## src/rtl/raster_pkg.sv

```systemverilog
package raster_pkg;
  // strobes from the control to the counter datapath
  typedef struct packed {
    logic run;        // counters may step this cycle
    logic load;       // capture timing words into the shadow set
    logic lineWrap;   // pixel counter returns to zero
    logic nextLine;   // line counter increments
    logic frameWrap;  // line counter returns to zero, field ends
    logic halfLine;   // current line is the interlace half line
  } cntStrobe_t;
endpackage

```

## src/rtl/raster_win.sv

```systemverilog
module raster_win #(
  parameter int W = 12
) (
  input  logic [W-1:0] cnt,
  input  logic [W-1:0] lo,
  input  logic [W-1:0] hi,
  output logic         hit
);
  // window opens after lo and closes after hi (both stored minus one)
  assign hit = (cnt > lo) && (cnt <= hi);
endmodule

```

## src/rtl/raster_ctrl.sv

```systemverilog
module raster_ctrl
  import raster_pkg::*;
(
  input  logic       clk,
  input  logic       rstN,
  input  logic       pipeEn,
  input  logic       interlaceEn,
  input  logic       oddFirst,
  input  logic       lastPix,
  input  logic       lastLine,
  output cntStrobe_t stb,
  output logic       fieldOdd
);
  logic pending;     // no timing loaded since reset
  logic halfLine;
  logic ilSh;        // interlace mode of the running frame
  logic run, lineWrap, fieldEnd, enterHalf;

  always_comb begin
    run       = pipeEn & ~pending;
    lineWrap  = run & lastPix;
    fieldEnd  = lineWrap & (halfLine | (lastLine & ~ilSh));
    enterHalf = lineWrap & lastLine & ilSh & ~halfLine;
    stb.run       = run;
    stb.lineWrap  = lineWrap;
    stb.nextLine  = lineWrap & ~lastLine;
    stb.frameWrap = fieldEnd;
    stb.load      = (pipeEn & pending) | fieldEnd;
    stb.halfLine  = halfLine;
  end

  always_ff @(posedge clk or negedge rstN) begin
    if (!rstN) begin
      pending  <= 1'b1;
      halfLine <= 1'b0;
      ilSh     <= 1'b0;
      fieldOdd <= 1'b0;
    end else begin
      if (pipeEn) pending <= 1'b0;
      if (fieldEnd)       halfLine <= 1'b0;
      else if (enterHalf) halfLine <= 1'b1;
      if (stb.load) begin
        ilSh <= interlaceEn;
        if (!interlaceEn)              fieldOdd <= 1'b0;
        else if (ilSh && !pending)     fieldOdd <= ~fieldOdd;
        else                           fieldOdd <= oddFirst;
      end
    end
  end
endmodule

```

## src/rtl/raster_dp.sv

```systemverilog
module raster_dp
  import raster_pkg::*;
#(
  parameter int HW = 12,
  parameter int VW = 12
) (
  input  logic              clk,
  input  logic              rstN,
  input  cntStrobe_t        stb,
  input  logic [2*HW-1:0]   hTotalWord,
  input  logic [2*HW-1:0]   hSyncWord,
  input  logic [2*HW-1:0]   hBlankWord,
  input  logic [2*VW-1:0]   vTotalWord,
  input  logic [2*VW-1:0]   vSyncWord,
  input  logic [2*VW-1:0]   vBlankWord,
  input  logic [HW+VW-1:0]  srcSizeWord,
  input  logic              hSyncPolHigh,
  input  logic              vSyncPolHigh,
  input  logic [1:0]        pwrState,
  output logic              lastPix,
  output logic              lastLine,
  output logic              hSync,
  output logic              vSync,
  output logic              hBlank,
  output logic              vBlank,
  output logic              dispActive,
  output logic [VW-1:0]     scanLine
);
  logic [HW-1:0] hCnt, hTotR, hActR, hSsR, hSeR, hBsR, hBeR, srcWR;
  logic [VW-1:0] vCnt, vTotR, vActR, vSsR, vSeR, vBsR, vBeR, srcHR;
  logic [HW:0]   hLen;
  logic [HW-1:0] hHalfEnd;
  logic hSyncHit, vSyncHit, hBlankHit, vBlankHit, hSyncOn, vSyncOn;

  always_ff @(posedge clk or negedge rstN) begin
    if (!rstN) begin
      hCnt <= '0; vCnt <= '0;
      hTotR <= '0; hActR <= '0; hSsR <= '0; hSeR <= '0; hBsR <= '0; hBeR <= '0;
      vTotR <= '0; vActR <= '0; vSsR <= '0; vSeR <= '0; vBsR <= '0; vBeR <= '0;
      srcWR <= '0; srcHR <= '0;
    end else begin
      if (stb.load) begin
        {hTotR, hActR} <= hTotalWord;
        {hSeR, hSsR}   <= hSyncWord;
        {hBeR, hBsR}   <= hBlankWord;
        {vTotR, vActR} <= vTotalWord;
        {vSeR, vSsR}   <= vSyncWord;
        {vBeR, vBsR}   <= vBlankWord;
        {srcWR, srcHR} <= srcSizeWord;
      end
      if (stb.run) begin
        hCnt <= stb.lineWrap ? '0 : hCnt + 1'b1;
        if (stb.frameWrap)     vCnt <= '0;
        else if (stb.nextLine) vCnt <= vCnt + 1'b1;
      end
    end
  end

  // half line length is half the full line, rounded down
  assign hLen     = {1'b0, hTotR} + 1'b1;
  assign hHalfEnd = hLen[HW:1] - 1'b1;
  assign lastPix  = (hCnt == (stb.halfLine ? hHalfEnd : hTotR));
  assign lastLine = (vCnt == vTotR);

  raster_win #(.W(HW)) i_hSyncWin  (.cnt(hCnt), .lo(hSsR), .hi(hSeR), .hit(hSyncHit));
  raster_win #(.W(VW)) i_vSyncWin  (.cnt(vCnt), .lo(vSsR), .hi(vSeR), .hit(vSyncHit));
  raster_win #(.W(HW)) i_hBlankWin (.cnt(hCnt), .lo(hBsR), .hi(hBeR), .hit(hBlankHit));
  raster_win #(.W(VW)) i_vBlankWin (.cnt(vCnt), .lo(vBsR), .hi(vBeR), .hit(vBlankHit));

  always_comb begin
    hSyncOn    = hSyncHit & ~stb.halfLine & ~pwrState[0];
    vSyncOn    = vSyncHit & ~stb.halfLine & ~pwrState[1];
    hSync      = hSyncPolHigh ? hSyncOn : ~hSyncOn;
    vSync      = vSyncPolHigh ? vSyncOn : ~vSyncOn;
    hBlank     = hBlankHit | stb.halfLine;
    vBlank     = vBlankHit | stb.halfLine;
    dispActive = ~hBlank & ~vBlank & (hCnt <= hActR) & (vCnt <= vActR)
               & (hCnt <= srcWR) & (vCnt <= srcHR);
  end

  assign scanLine = vCnt;
endmodule

```

## src/rtl/raster_timing_gen.sv

```systemverilog
module raster_timing_gen
  import raster_pkg::*;
#(
  parameter int HW = 12,
  parameter int VW = 12
) (
  input  logic             clk,
  input  logic             rstN,
  input  logic             pipeEn,
  input  logic [2*HW-1:0]  hTotalWord,
  input  logic [2*HW-1:0]  hSyncWord,
  input  logic [2*HW-1:0]  hBlankWord,
  input  logic [2*VW-1:0]  vTotalWord,
  input  logic [2*VW-1:0]  vSyncWord,
  input  logic [2*VW-1:0]  vBlankWord,
  input  logic [HW+VW-1:0] srcSizeWord,
  input  logic             hSyncPolHigh,
  input  logic             vSyncPolHigh,
  input  logic [1:0]       pwrState,
  input  logic             interlaceEn,
  input  logic             oddFirst,
  output logic             hSync,
  output logic             vSync,
  output logic             hBlank,
  output logic             vBlank,
  output logic             dispActive,
  output logic [VW-1:0]    scanLine,
  output logic             fieldOdd
);
  cntStrobe_t stb;
  logic lastPix, lastLine;

  raster_ctrl i_ctrl (
    .clk(clk), .rstN(rstN), .pipeEn(pipeEn), .interlaceEn(interlaceEn),
    .oddFirst(oddFirst), .lastPix(lastPix), .lastLine(lastLine),
    .stb(stb), .fieldOdd(fieldOdd)
  );

  raster_dp #(.HW(HW), .VW(VW)) i_dp (
    .clk(clk), .rstN(rstN), .stb(stb),
    .hTotalWord(hTotalWord), .hSyncWord(hSyncWord), .hBlankWord(hBlankWord),
    .vTotalWord(vTotalWord), .vSyncWord(vSyncWord), .vBlankWord(vBlankWord),
    .srcSizeWord(srcSizeWord), .hSyncPolHigh(hSyncPolHigh),
    .vSyncPolHigh(vSyncPolHigh), .pwrState(pwrState),
    .lastPix(lastPix), .lastLine(lastLine),
    .hSync(hSync), .vSync(vSync), .hBlank(hBlank), .vBlank(vBlank),
    .dispActive(dispActive), .scanLine(scanLine)
  );
endmodule

```

## config.mk

```make
export PLATFORM = sky130hd
export DESIGN_NAME = raster_timing_gen
export DESIGN_NICKNAME = d
export VERILOG_FILES = /design/src/rtl/raster_pkg.sv /design/src/rtl/raster_win.sv /design/src/rtl/raster_ctrl.sv /design/src/rtl/raster_dp.sv /design/src/rtl/raster_timing_gen.sv
export SDC_FILE = /design/constraint.sdc
export NUM_CORES = 1
export LEC_CHECK = 0
export ABC_AREA = 1
export ABC_CLOCK_PERIOD_IN_PS = 2850
export BUFFER_PORTS_ARGS = -buffer_cell sky130_fd_sc_hd__clkbuf_2
export CAP_MARGIN = 10
export CORE_MARGIN = 3
export CORE_UTILIZATION = 50
export CTS_BUF_LIST = sky130_fd_sc_hd__clkbuf_16
export CTS_CLUSTER_SIZE = 8
export DETAILED_ROUTE_END_ITERATION = 7
export GPL_ROUTABILITY_DRIVEN = 0
export PLACE_DENSITY = 0.73
export RECOVER_POWER = 100
export SYNTH_ARGS = -nofsm -noshare
export SYNTH_HDL_FRONTEND = slang
export SYNTH_SLANG_ARGS = --single-unit
```

## constraint.sdc

```tcl
create_clock -name clk -period 2.85 [get_ports clk]
set_input_delay 0.1425 -clock clk [delete_from_list [all_inputs] [get_ports clk]]
set_output_delay 0.1425 -clock clk [all_outputs]
set_load 0.02 [all_outputs]
```

==> impl_metrics.json, run 1 <==
{
  "nets": 2356,
  "synth_seq_cells": 196,
  "power_density_mw_per_mm2": 475,
  "crit_family": "simple AND/OR/NAND/NOR gates",
  "detail-route-antenna-nets": 0,
  "yosysSeqAreaShare_pct": 39.4,
  "worstHoldPathType": "in2reg",
  "syn_nets": 1891,
  "numPlacedInstances": 2101,
  "rsz0062_at_grt": "true",
  "port_buffers": 194,
  "grt_pass1_wl_um": 61000,
  "core_mm2": 0.0244,
  "fin_crit_ns": 3.04,
  "clock_latency_ns": 0.45,
  "final_util_pct": 74.2,
  "synthFlopType": "dfrtp_1",
  "rows": 57,
  "slew_violations": 87,
  "vias_per_cell": 5.57,
  "drtIter0Drc": 1351,
  "hpwlAfterDp_um": 25100,
  "setup-violations-final": 179,
  "leakagePower_uw": 0.00916,
  "io_pins": 195,
  "vdd_drop_max_mv": 0.341,
  "grt_util_all_layers_pct": 28.8,
  "grt_max_degree": 88,
  "syn_area_mm2": 0.0125,
  "synth_edf_count": 0,
  "area.sequential_mm2": 0.00493,
  "vias": 13200,
  "critPathLaunchType": "flip-flop",
  "globalRouteOverflowTotal": 0,
  "instances_no_fill": 2367,
  "die_y_um": 164,
  "multi_input_area_mm2": 0.00713,
  "grt_pass1_vias": 12200,
  "crit_required_ns": 3.22,
  "n_fill_cell": 1625,
  "numCtsBuffers": 17,
  "worstPathCellList": "ha_4, inv_2, nand2_2, nand2_2, ha_4, o21ai_4, or2_4, nand3_2, nor2_1, nand3_1, nor2_1, nand2_1, nor2_2, nand3_2, nor2_4, nand3_4, buf_12, nand2_8, buf_12, buf_12, nand2_2, o21ai_1",
  "area_delta_synth_final_pct": 45.3,
  "synthArstFlopShare_pct": 100,
  "drive_above_1_share_pct": 27.4,
  "syn_inst": 1566,
  "skew_ns": 0.0160,
  "total_power_uw": 8590,
  "critical_path_buf_inv_count": 4,
  "syn_area_per_cell_um2": 7.96,
  "path_max_fanout": 7,
  "fin_ws_ns": -0.187,
  "finalCritPeriodShare_pct": 107,
  "cts_tree": "built",
  "slew_headroom_pct": -53.7,
  "wl_per_cell_um": 18.3,
  "cts-root-buf": "clkbuf_16",
  "antenna_found_initial": 1,
  "cp-end-kind": "flip-flop",
  "worstMarginPinSlew_ns": 2.31,
  "maxCapViolations": 1,
  "cp.arrival_ns": 3.40,
  "hold_viol_final": 0,
  "cts_max_path_buffers": 2,
  "dieArea_mm2": 0.0269,
  "cp_slowest_cell": "dfrtp_1",
  "clkSinkCount": 196,
  "start_util_pct": 51.1,
  "yosysWarningCount": 0,
  "wirelength_um": 43300,
  "fmax_mhz": 329,
  "crit_type": "reg2reg",
  "violations": "capacitance limit, slew limit, setup timing",
  "place_ws_ns": -0.115,
  "die_w_um": 164,
  "status": "finished with violations",
  "tns_ns": -16.17,
  "htreeDepth": 4,
  "first_pass_iters": 6,
  "cp_slowest_stage_delay_ns": 0.41,
  "synth_cell_types": 39,
  "drcViolationCount": 0,
  "path_clk_slew_ns": 0.08
}
==> path summary, 6_finish.rpt <==
kind                               startpoint               to  slack [ns]  cells after the start
worst min register to register   i_dp.hBsR[0]     i_dp.hBsR[0]        0.50                      2
worst max-delay path            i_dp.hTotR[0]    i_dp.srcHR[1]       -0.19                     22
worst min-delay path                 oddFirst  i_ctrl.fieldOdd        0.09                      4
worst max register to register  i_dp.hTotR[0]    i_dp.srcHR[1]       -0.19                     22
max in group asynchronous                rstN      i_ctrl.ilSh        0.34                      3
min in group asynchronous                rstN     i_dp.vBeR[6]        0.87                      2
==> layer usage <==
layer	part of all wire, %	track usage (%)
met4	5.9	12.6
met1	39	38.4
met3	7.5	3.96
met5	0	0
met2	47	47.0
==> cell usage after synthesis (20+ instances only) <==
cell type | n | share of area, %
o21ai_1 | 81 | 3.3
a21oi_1 | 75 | 3.0
inv_1 | 222 | 6.7
o21ai_2 | 20 | 1.4
o21ai_0 | 80 | 3.2
ha_1 | 148 | 15
nand2_2 | 26 | 1.3
nand2_1 | 413 | 12
nor2_1 | 72 | 2.2
nand4_1 | 40 | 2.0
buf_2 | 21 | 0.84
dfrtp_1 | 195 | 39
nand3_1 | 66 | 2.7
==> power by group <==
part | switching (uW) | internal [uW]
Combinational | 1640 | 1210
Clock | 1210 | 1140
Sequential | 271 | 3120
Total | 3120 | 5470
==> per-stage QoR <==
step	hold WS, ns	instance area [um2]
floorplan	-0.153	12500
global placement	0.249	14100
detailed placement	0.250	14100
CTS	0.0975	17100
global route	0.132	18100
finish	0.0862	18100
==> worst register-to-register path: cells and delay by family, from the launching register on <==
kind / cells / cell delay, ns
buffers and inverters: 4 / 0.47
AOI/OAI and AO/OA: 2 / 0.24
adders and majority gates: 2 / 0.39
DFF: 1 / 0.41
and+or+nand+nor: 14 / 1.47
==> kinds of logic after synthesis <==
group / Yosys count / synth area share, %
and+or+nand+nor: 650 / 22.5
AOI/OAI and AO/OA: 284 / 12.8
buffers and inverters: 268 / 9.13
DFF: 196 / 39.4
adders and majority gates: 148 / 14.9
xor gates and xnor gates: 20 / 1.41
==> placed cells by master, fill, tap and decap left out, types with 64 or more instances in the layout <==
cell type	netlist	routed
a21oi_1	75	72
nand2_2	26	72
dfrtp_1	195	173
nor2_1	72	64
ha_1	148	138
buf_4	3	70
clkbuf_2	0	188
inv_1	222	216
o21ai_1	81	100
dlygate4sd3_1	0	171
nand2_1	413	356
==> area by class of cell <==
class | instances | area share (%)
Tap cell | 324 | 2.24
Timing Repair Buffer | 486 | 23.4
Antenna cell | 1 | 0.0138
Clock buffer | 17 | 2.35
Multi-Input combinational cell | 1104 | 39.4
Clock inverter | 13 | 0.677
Sequential cell | 196 | 27.2
Inverter | 226 | 4.74
==> timing repair <==
action / in CTS / in global routing
hold endpoints to repair: 253 / 0
setup endpoints to repair: 172 / 200
setup buffers: 15 / 35
gates resized for setup: 80 / 187
pin swaps: 10 / 47
hold buffers: 171 / 0
cloned: 10 / 12
Power figures use the tool's default switching activity.
==> inputs of run 2 (changes only) <==
--- a/config.mk
+++ b/config.mk
@@ -9,13 +9,15 @@
 export ABC_CLOCK_PERIOD_IN_PS = 2850
 export BUFFER_PORTS_ARGS = -buffer_cell sky130_fd_sc_hd__clkbuf_2
 export CAP_MARGIN = 10
+export CELL_PAD_IN_SITES_DETAIL_PLACEMENT = 0
+export CELL_PAD_IN_SITES_GLOBAL_PLACEMENT = 1
 export CORE_MARGIN = 3
-export CORE_UTILIZATION = 50
+export CORE_UTILIZATION = 39
 export CTS_BUF_LIST = sky130_fd_sc_hd__clkbuf_16
 export CTS_CLUSTER_SIZE = 8
 export DETAILED_ROUTE_END_ITERATION = 7
 export GPL_ROUTABILITY_DRIVEN = 0
-export PLACE_DENSITY = 0.73
+export PLACE_DENSITY = 0.76
 export RECOVER_POWER = 100
 export SYNTH_ARGS = -nofsm -noshare
 export SYNTH_HDL_FRONTEND = slang
==> run 2 against run 1 <==
Net effect: the flow still finishes with violations (capacitance limit, slew limit, setup timing); sequential cell count unchanged; critical path type unchanged; fmax grew 2.4%; total power down 1.1%; largest power group unchanged; cell area increased by 1.1%; combinational power is 5% lower; worst setup slack gained 0.072 ns; sequential power about the same; routed wire length down 8.1%.
==> impl_metrics.json, run 2 (synthesized netlist as in run 1, its figures left out) <==
{
  "status": "finished with violations",
  "violations": "capacitance limit, slew limit, setup timing",
  "cp-end-kind": "flip-flop",
  "final_util_pct": 58.9,
  "nets": 2369,
  "globalRouteOverflowTotal": 0,
  "final_common_cell": "nand2_1",
  "r2r_start": "i_dp.hTotR[1]",
  "drcViolationCount": 0,
  "worstMarginPinSlew_ns": 2.23,
  "dieArea_mm2": 0.0341,
  "wl_per_cell_um": 16.2,
  "cts-root-buf": "clkbuf_16",
  "grt_util_all_layers_pct": 22.4,
  "hold_viol_final": 0,
  "setup-violations-final": 134,
  "grt_pass1_vias": 11700,
  "antenna_found_initial": 1,
  "start_util_pct": 40.1,
  "fin_crit_ns": 2.96,
  "slew_headroom_pct": -48.6,
  "clock_latency_ns": 0.45,
  "cts_max_path_buffers": 2,
  "power_density_mw_per_mm2": 464,
  "skew_ns": 0.0193,
  "rsz0062_at_grt": "true",
  "layout_common_cells": "nand2_1 (339), inv_1 (220), clkbuf_2 (189), dfrtp_1 (186), dlygate4sd3_1 (171)",
  "crit_type": "reg2reg",
  "wirelength_um": 39800,
  "maxCapViolations": 1,
  "numCtsBuffers": 17,
  "fmax_mhz": 337,
  "vdd_drop_max_mv": 0.396,
  "vias_per_cell": 4.93,
  "n_fill_cell": 2735,
  "htreeDepth": 4,
  "finalCritPeriodShare_pct": 104,
  "die_w_um": 185,
  "area_delta_synth_final_pct": 46.9,
  "reg2reg_slack_ns": -0.11,
  "cts_tree": "built",
  "crit_required_ns": 3.23,
  "drive_above_1_share_pct": 28.0,
  "vias": 12100,
  "path_max_fanout": 8,
  "hpwlAfterDp_um": 27000,
  "grt_max_degree": 82,
  "grt_pass1_wl_um": 60200,
  "path_clk_slew_ns": 0.07,
  "holdPathEnd": "i_ctrl.fieldOdd",
  "rows": 64,
  "detail-route-antenna-nets": 0,
  "port_buffers": 194,
  "worstHoldPathType": "in2reg",
  "first_pass_iters": 5,
  "die_y_um": 185,
  "critPathLaunchType": "flip-flop",
  "whs_path_depth": 4,
  "hold_slack_ns": 0.139,
  "clkSinkCount": 196,
  "leakagePower_uw": 0.00934,
  "fin_ws_ns": -0.115,
  "worstRegToRegCells": 22,
  "r2r-end": "i_dp.vSeR[1]",
  "min-delay-start": "oddFirst",
  "antennaDiodeCount": 0,
  "slew_violations": 82,
  "drtIter0Drc": 617,
  "io_pins": 195,
  "cp.arrival_ns": 3.34,
  "core_mm2": 0.0311
}
==> run 2: cell count changes in the layout (fill, tap and decap cells not counted), moves of 6 or more <==
cell,before,now
buf_6,8,15
o21ai_2,35,64
dfrtp_2,22,9
o21ai_1,100,68
nand2_4,11,27
o2111ai_2,6,0
nand3_1,53,60
ha_1,138,144
nand2_1,356,339
nand3_2,14,6
dfrtp_1,173,186
ha_4,10,4
o2111ai_1,2,8
==> run 2: metrics by stage <==
step / cells / worst slack (ns) / setup TNS [ns] / power (uW) / instance area [um2]
2_1_floorplan: 1566 / 0.00617 / 0 / 4780 / 12500
3_3_place_gp: 2201 / -0.0127 / -0.0230 / 5600 / 14500
3_5_place_dp: 2201 / -0.0368 / -0.272 / 5670 / 14500
4_1_cts: 2423 / -0.0264 / -0.0265 / 8400 / 17200
5_1_grt: 2453 / -0.304 / -47.07 / 9080 / 18300
6_report: 2453 / -0.115 / -5.63 / 8500 / 18300
==> run 2: routing by layer <==
metal	part of all wire, %	up-vias	global-route usage (%)
met2	47	238	35.5
met3	3.6	58	3.14
met5	0.018	-	0
met4	1.9	2	6.60
li1	-	6121	-
met1	48	5676	32.1
==> run 2: layout make-up <==
type / instances / area [um2] / share of cell area, %
Sequential cell: 196 / 4920 / 26.9
Clock inverter: 15 / 143 / 0.779
Tap cell: 396 / 495 / 2.71
Clock buffer: 17 / 425 / 2.32
Multi-Input combinational cell: 1102 / 7120 / 38.9
Inverter: 226 / 856 / 4.67
Timing Repair Buffer: 501 / 4350 / 23.8
==> run 2: worst max path at each step <==
stage | start | endpoint
after detailed placement | i_dp.hTotR[1] | i_dp.vBeR[7]
after global placement | i_dp.hTotR[1] | i_dp.hSeR[7]
after global routing | i_dp.hTotR[1] | i_dp.vTotR[7]
after CTS | i_dp.hCnt[11] | dispActive
after floorplan | i_dp.hTotR[1] | i_ctrl.ilSh
final | i_dp.hTotR[1] | i_dp.vSeR[1]
==> run 2: where the power goes <==
group / switching (uW) / internal (uW) / total, uW
clock: 1130 / 1290 / 2420
sequential: 273 / 3110 / 3390
combinational: 1500 / 1200 / 2700
total: 2900 / 5600 / 8500
==> run 2: critical path: stages, from the launching register on <==
cell	delay [ns]
dfrtp_1	0.42
ha_4	0.18
inv_2	0.05
nand2_2	0.04
nand2_2	0.10
ha_4	0.21
o21ai_4	0.15
or2_4	0.14
nand3_2	0.05
nor2_1	0.10
nand3_1	0.07
nor2_1	0.08
nand2_1	0.06
nor2_2	0.14
nand3_2	0.11
nor2_4	0.15
nand3_4	0.11
nand2_8	0.15
buf_6	0.13
clkbuf_16	0.16
clkbuf_16	0.16
nand2_2	0.04
o21ai_1	0.08
==> run 2: timing repair <==
item | CTS | global route
gates resized for setup | 41 | 230
hold buffers | 171 | 0
endpoints found under the hold margin | 248 | 0
setup buffers | 18 | 13
cloned | 1 | 18
endpoints found under the setup margin | 119 | 200
pin swaps | 10 | 28
==> inputs of run 3 (changes only) <==
--- a/config.mk
+++ b/config.mk
@@ -12,13 +12,14 @@
 export CELL_PAD_IN_SITES_DETAIL_PLACEMENT = 0
 export CELL_PAD_IN_SITES_GLOBAL_PLACEMENT = 1
 export CORE_MARGIN = 3
-export CORE_UTILIZATION = 39
-export CTS_BUF_LIST = sky130_fd_sc_hd__clkbuf_16
+export CORE_UTILIZATION = 40
+export CTS_BUF_LIST = sky130_fd_sc_hd__clkbuf_4 sky130_fd_sc_hd__clkbuf_8
 export CTS_CLUSTER_SIZE = 8
 export DETAILED_ROUTE_END_ITERATION = 7
 export GPL_ROUTABILITY_DRIVEN = 0
-export PLACE_DENSITY = 0.76
+export PLACE_DENSITY = 0.77
 export RECOVER_POWER = 100
 export SYNTH_ARGS = -nofsm -noshare
 export SYNTH_HDL_FRONTEND = slang
+export SYNTH_HIERARCHICAL = 1
 export SYNTH_SLANG_ARGS = --single-unit
==> run 3 against run 2 <==
Net effect: the flow still finishes with violations (capacitance limit, slew limit, setup timing); core utilization rose by 0.41 points; sequential cell count did not move; largest power group unchanged; critical endpoint is now i_dp/scanLine[9]; fmax fell by 16%; critical path type unchanged; clock skew rose by 0.0048 ns; clock power fell by 19%; global-route usage barely moved.
==> impl_metrics.json, run 3 <==
{
  "synth_edf_count": 0,
  "wirelength_um": 37100,
  "wl_per_cell_um": 15.5,
  "synth_cell_types": 43,
  "status": "finished with violations",
  "drive_above_1_share_pct": 28.8,
  "cp_slowest_stage_delay_ns": 0.44,
  "path_clk_slew_ns": 0.11,
  "numPlacedInstances": 2147,
  "n_fill_cell": 2613,
  "p_seq_share_pct": 41.1,
  "yosysWarningCount": 6,
  "start_util_pct": 40.9,
  "cp-end-kind": "flip-flop",
  "grt_util_all_layers_pct": 22.5,
  "crit_type": "reg2reg",
  "globalRouteOverflowTotal": 0,
  "slew_headroom_pct": -30.9,
  "drcViolationCount": 0,
  "skew_ns": 0.0240,
  "vdd_drop_max_mv": 0.290,
  "p_switching_uw": 2800,
  "synth_top_area_share_pct": 38.7,
  "met1_usage_pct": 32.0,
  "synthArstFlopShare_pct": 100,
  "syn_area_mm2": 0.0126,
  "rows": 64,
  "die_y_um": 183,
  "pwr-share-comb_pct": 34.4,
  "synthTopCellsByCount": "nand2_1 (344), inv_1 (243), dfrtp_1 (195), ha_1 (148), mux2_2 (108)",
  "cp_slowest_cell": "dfrtp_2",
  "numCtsBuffers": 17,
  "timing.critical_path.mode_cell": "nor2_4",
  "die_w_um": 183,
  "gr-usage-met2_pct": 36.4,
  "switching_share_pct": 35.1,
  "maxCapViolations": 1,
  "fin_ws_ns": -0.696,
  "hpwlAfterDp_um": 26000,
  "crit_required_ns": 3.28,
  "syn_area_per_cell_um2": 8.45,
  "final_common_cell": "nand2_1",
  "grt_pass1_wl_um": 59600,
  "grt_pass1_vias": 11500,
  "placed_cell_area_mm2": 0.0152,
  "htreeDepth": 4,
  "detail-route-antenna-nets": 0,
  "synthFlopType": "dfrtp_1",
  "synth_top_area_cell": "dfrtp_1",
  "hold_viol_final": 0,
  "cts-root-buf": "clkbuf_8",
  "drtIter0Drc": 658,
  "clkSinkCount": 196,
  "worstHoldPathType": "in2reg",
  "synth_seq_cells": 196,
  "worstMarginPinSlew_ns": 1.96,
  "rsz0062_at_grt": "true",
  "nets": 2312,
  "cts_tree": "built",
  "path_max_fanout": 4,
  "grt_max_degree": 75,
  "vias": 11400,
  "grt-busiest-layer": "met2",
  "power_density_mw_per_mm2": 437,
  "use_met3_pct": 2.99,
  "setup-violations-final": 192,
  "syn_inst": 1492,
  "syn_nets": 1817,
  "violations": "capacitance limit, slew limit, setup timing",
  "first_pass_iters": 5,
  "leakagePower_uw": 0.00943,
  "port_buffers": 194,
  "critPathLaunchType": "flip-flop",
  "p_int_uw": 5180,
  "dieArea_mm2": 0.0337,
  "core_mm2": 0.0308,
  "final_cell_area_mm2": 0.0183,
  "io_pins": 195,
  "cts_max_path_buffers": 2,
  "finalCritPeriodShare_pct": 124,
  "area_delta_synth_final_pct": 45.2,
  "vias_per_cell": 4.76,
  "synth.most_common_cell": "nand2_1",
  "fin_crit_ns": 3.55,
  "yosysSeqAreaShare_pct": 38.9,
  "synth_area_leaders": "dfrtp_1 (39%), ha_1 (15%), nand2_1 (10%)",
  "layout_common_cells": "nand2_1 (334), inv_1 (239), dfrtp_1 (193), clkbuf_2 (190), dlygate4sd3_1 (172)",
  "instances_no_fill": 2397,
  "antenna_found_initial": 1,
  "slew_violations": 75,
  "p_clk_share_pct": 24.5,
  "fmax_mhz": 282,
  "cp.arrival_ns": 3.98,
  "clock_latency_ns": 0.51
}
run 3: power groups by stage:
stage	clock network (uW)	registers (uW)	logic, uW
after floorplan	0	3350	1580
after global placement	0	3330	2440
after detailed placement	0	3340	2510
after CTS	2030	3280	2730
after global routing	2130	3320	3190
final	1950	3280	2750
run 3: cell families (layout without fill, tap and decap cells):
kind of cell | after synthesis | count (layout) | synth area share [%]
mux | 108 | 108 | 9.65
xor+xnor | 11 | 11 | 0.765
other cells | 0 | 1 | 0
flops | 196 | 196 | 38.9
buf+inv | 288 | 794 | 8.77
simple gates | 559 | 561 | 19.4
compound gates | 182 | 182 | 7.76
fa+ha+maj | 148 | 148 | 14.7
run 3: timing repair:
item,4_1_cts,5_1_grt
gates resized for setup,46,56
endpoints found under the setup margin,188,199
gates cloned,11,0
hold buffers,172,0
endpoints found under the hold margin,241,0
setup buffers,21,19
pin swaps,9,20
run 3: path summary, 6_finish.rpt:
path                                start  depth (start not counted)  slack [ns]               end
max                         i_dp/hTotR[1]                         28       -0.70  i_dp/scanLine[9]
min                        hTotalWord[21]                          4        0.38     i_dp/hTotR[9]
max reg2reg                 i_dp/hTotR[1]                         28       -0.70  i_dp/scanLine[9]
min reg2reg                  i_dp/vBeR[1]                          1        0.52      i_dp/vBeR[1]
max in group asynchronous            rstN                          3        0.37     i_dp/hTotR[1]
min in group asynchronous            rstN                          2        0.70      i_dp/vSeR[4]
run 3: critical path: cells and delay by family (launching register included):
| family | cells | cell delay, ns |
|---|---|---|
| AO/OA/AOI/OAI | 5 | 0.50 |
| XOR/XNOR | 1 | 0.16 |
| adder cells (fa/ha/maj) | 2 | 0.54 |
| buffers and inverters | 5 | 0.40 |
| flip-flops | 1 | 0.44 |
| AND/OR/NAND/NOR | 15 | 1.44 |
run 3: stage by stage:
step                      setup TNS [ns]  hold WS [ns]  util [%]  worst slack [ns]  power [uW]
final                             -81.30         0.379      59.4            -0.696        7990
after global routing             -135.07         0.369      59.4             -1.02        8650
after CTS                         -70.07         0.203      58.4            -0.623        8050
after detailed placement          -74.19         0.221      49.4            -0.744        5850
after global placement            -64.57         0.220      49.4            -0.666        5770
after floorplan                   -17.89        -0.153         -            -0.599        4940
run 3: final cells by class:
cell class | instances | area (um2) | area share (%)
multi-input combinational | 1010 | 7280 | 39.8
sequential | 196 | 4910 | 26.8
timing repair buffer | 506 | 4230 | 23.1
inverter | 256 | 968 | 5.29
tap | 396 | 495 | 2.71
clock buffer | 18 | 248 | 1.35
clock inverter | 14 | 168 | 0.916
antenna | 1 | 2.50 | 0.0137
run 3: per-layer routing:
| metal | wire [um] | vias up | part of all wire, % |
|---|---|---|---|
| li1 | - | 5807 | - |
| met1 | 17800 | 5339 | 48 |
| met2 | 17200 | 213 | 46 |
| met3 | 1460 | 44 | 3.9 |
| met4 | 643 | 0 | 1.7 |
| met5 | 0 | - | 0 |
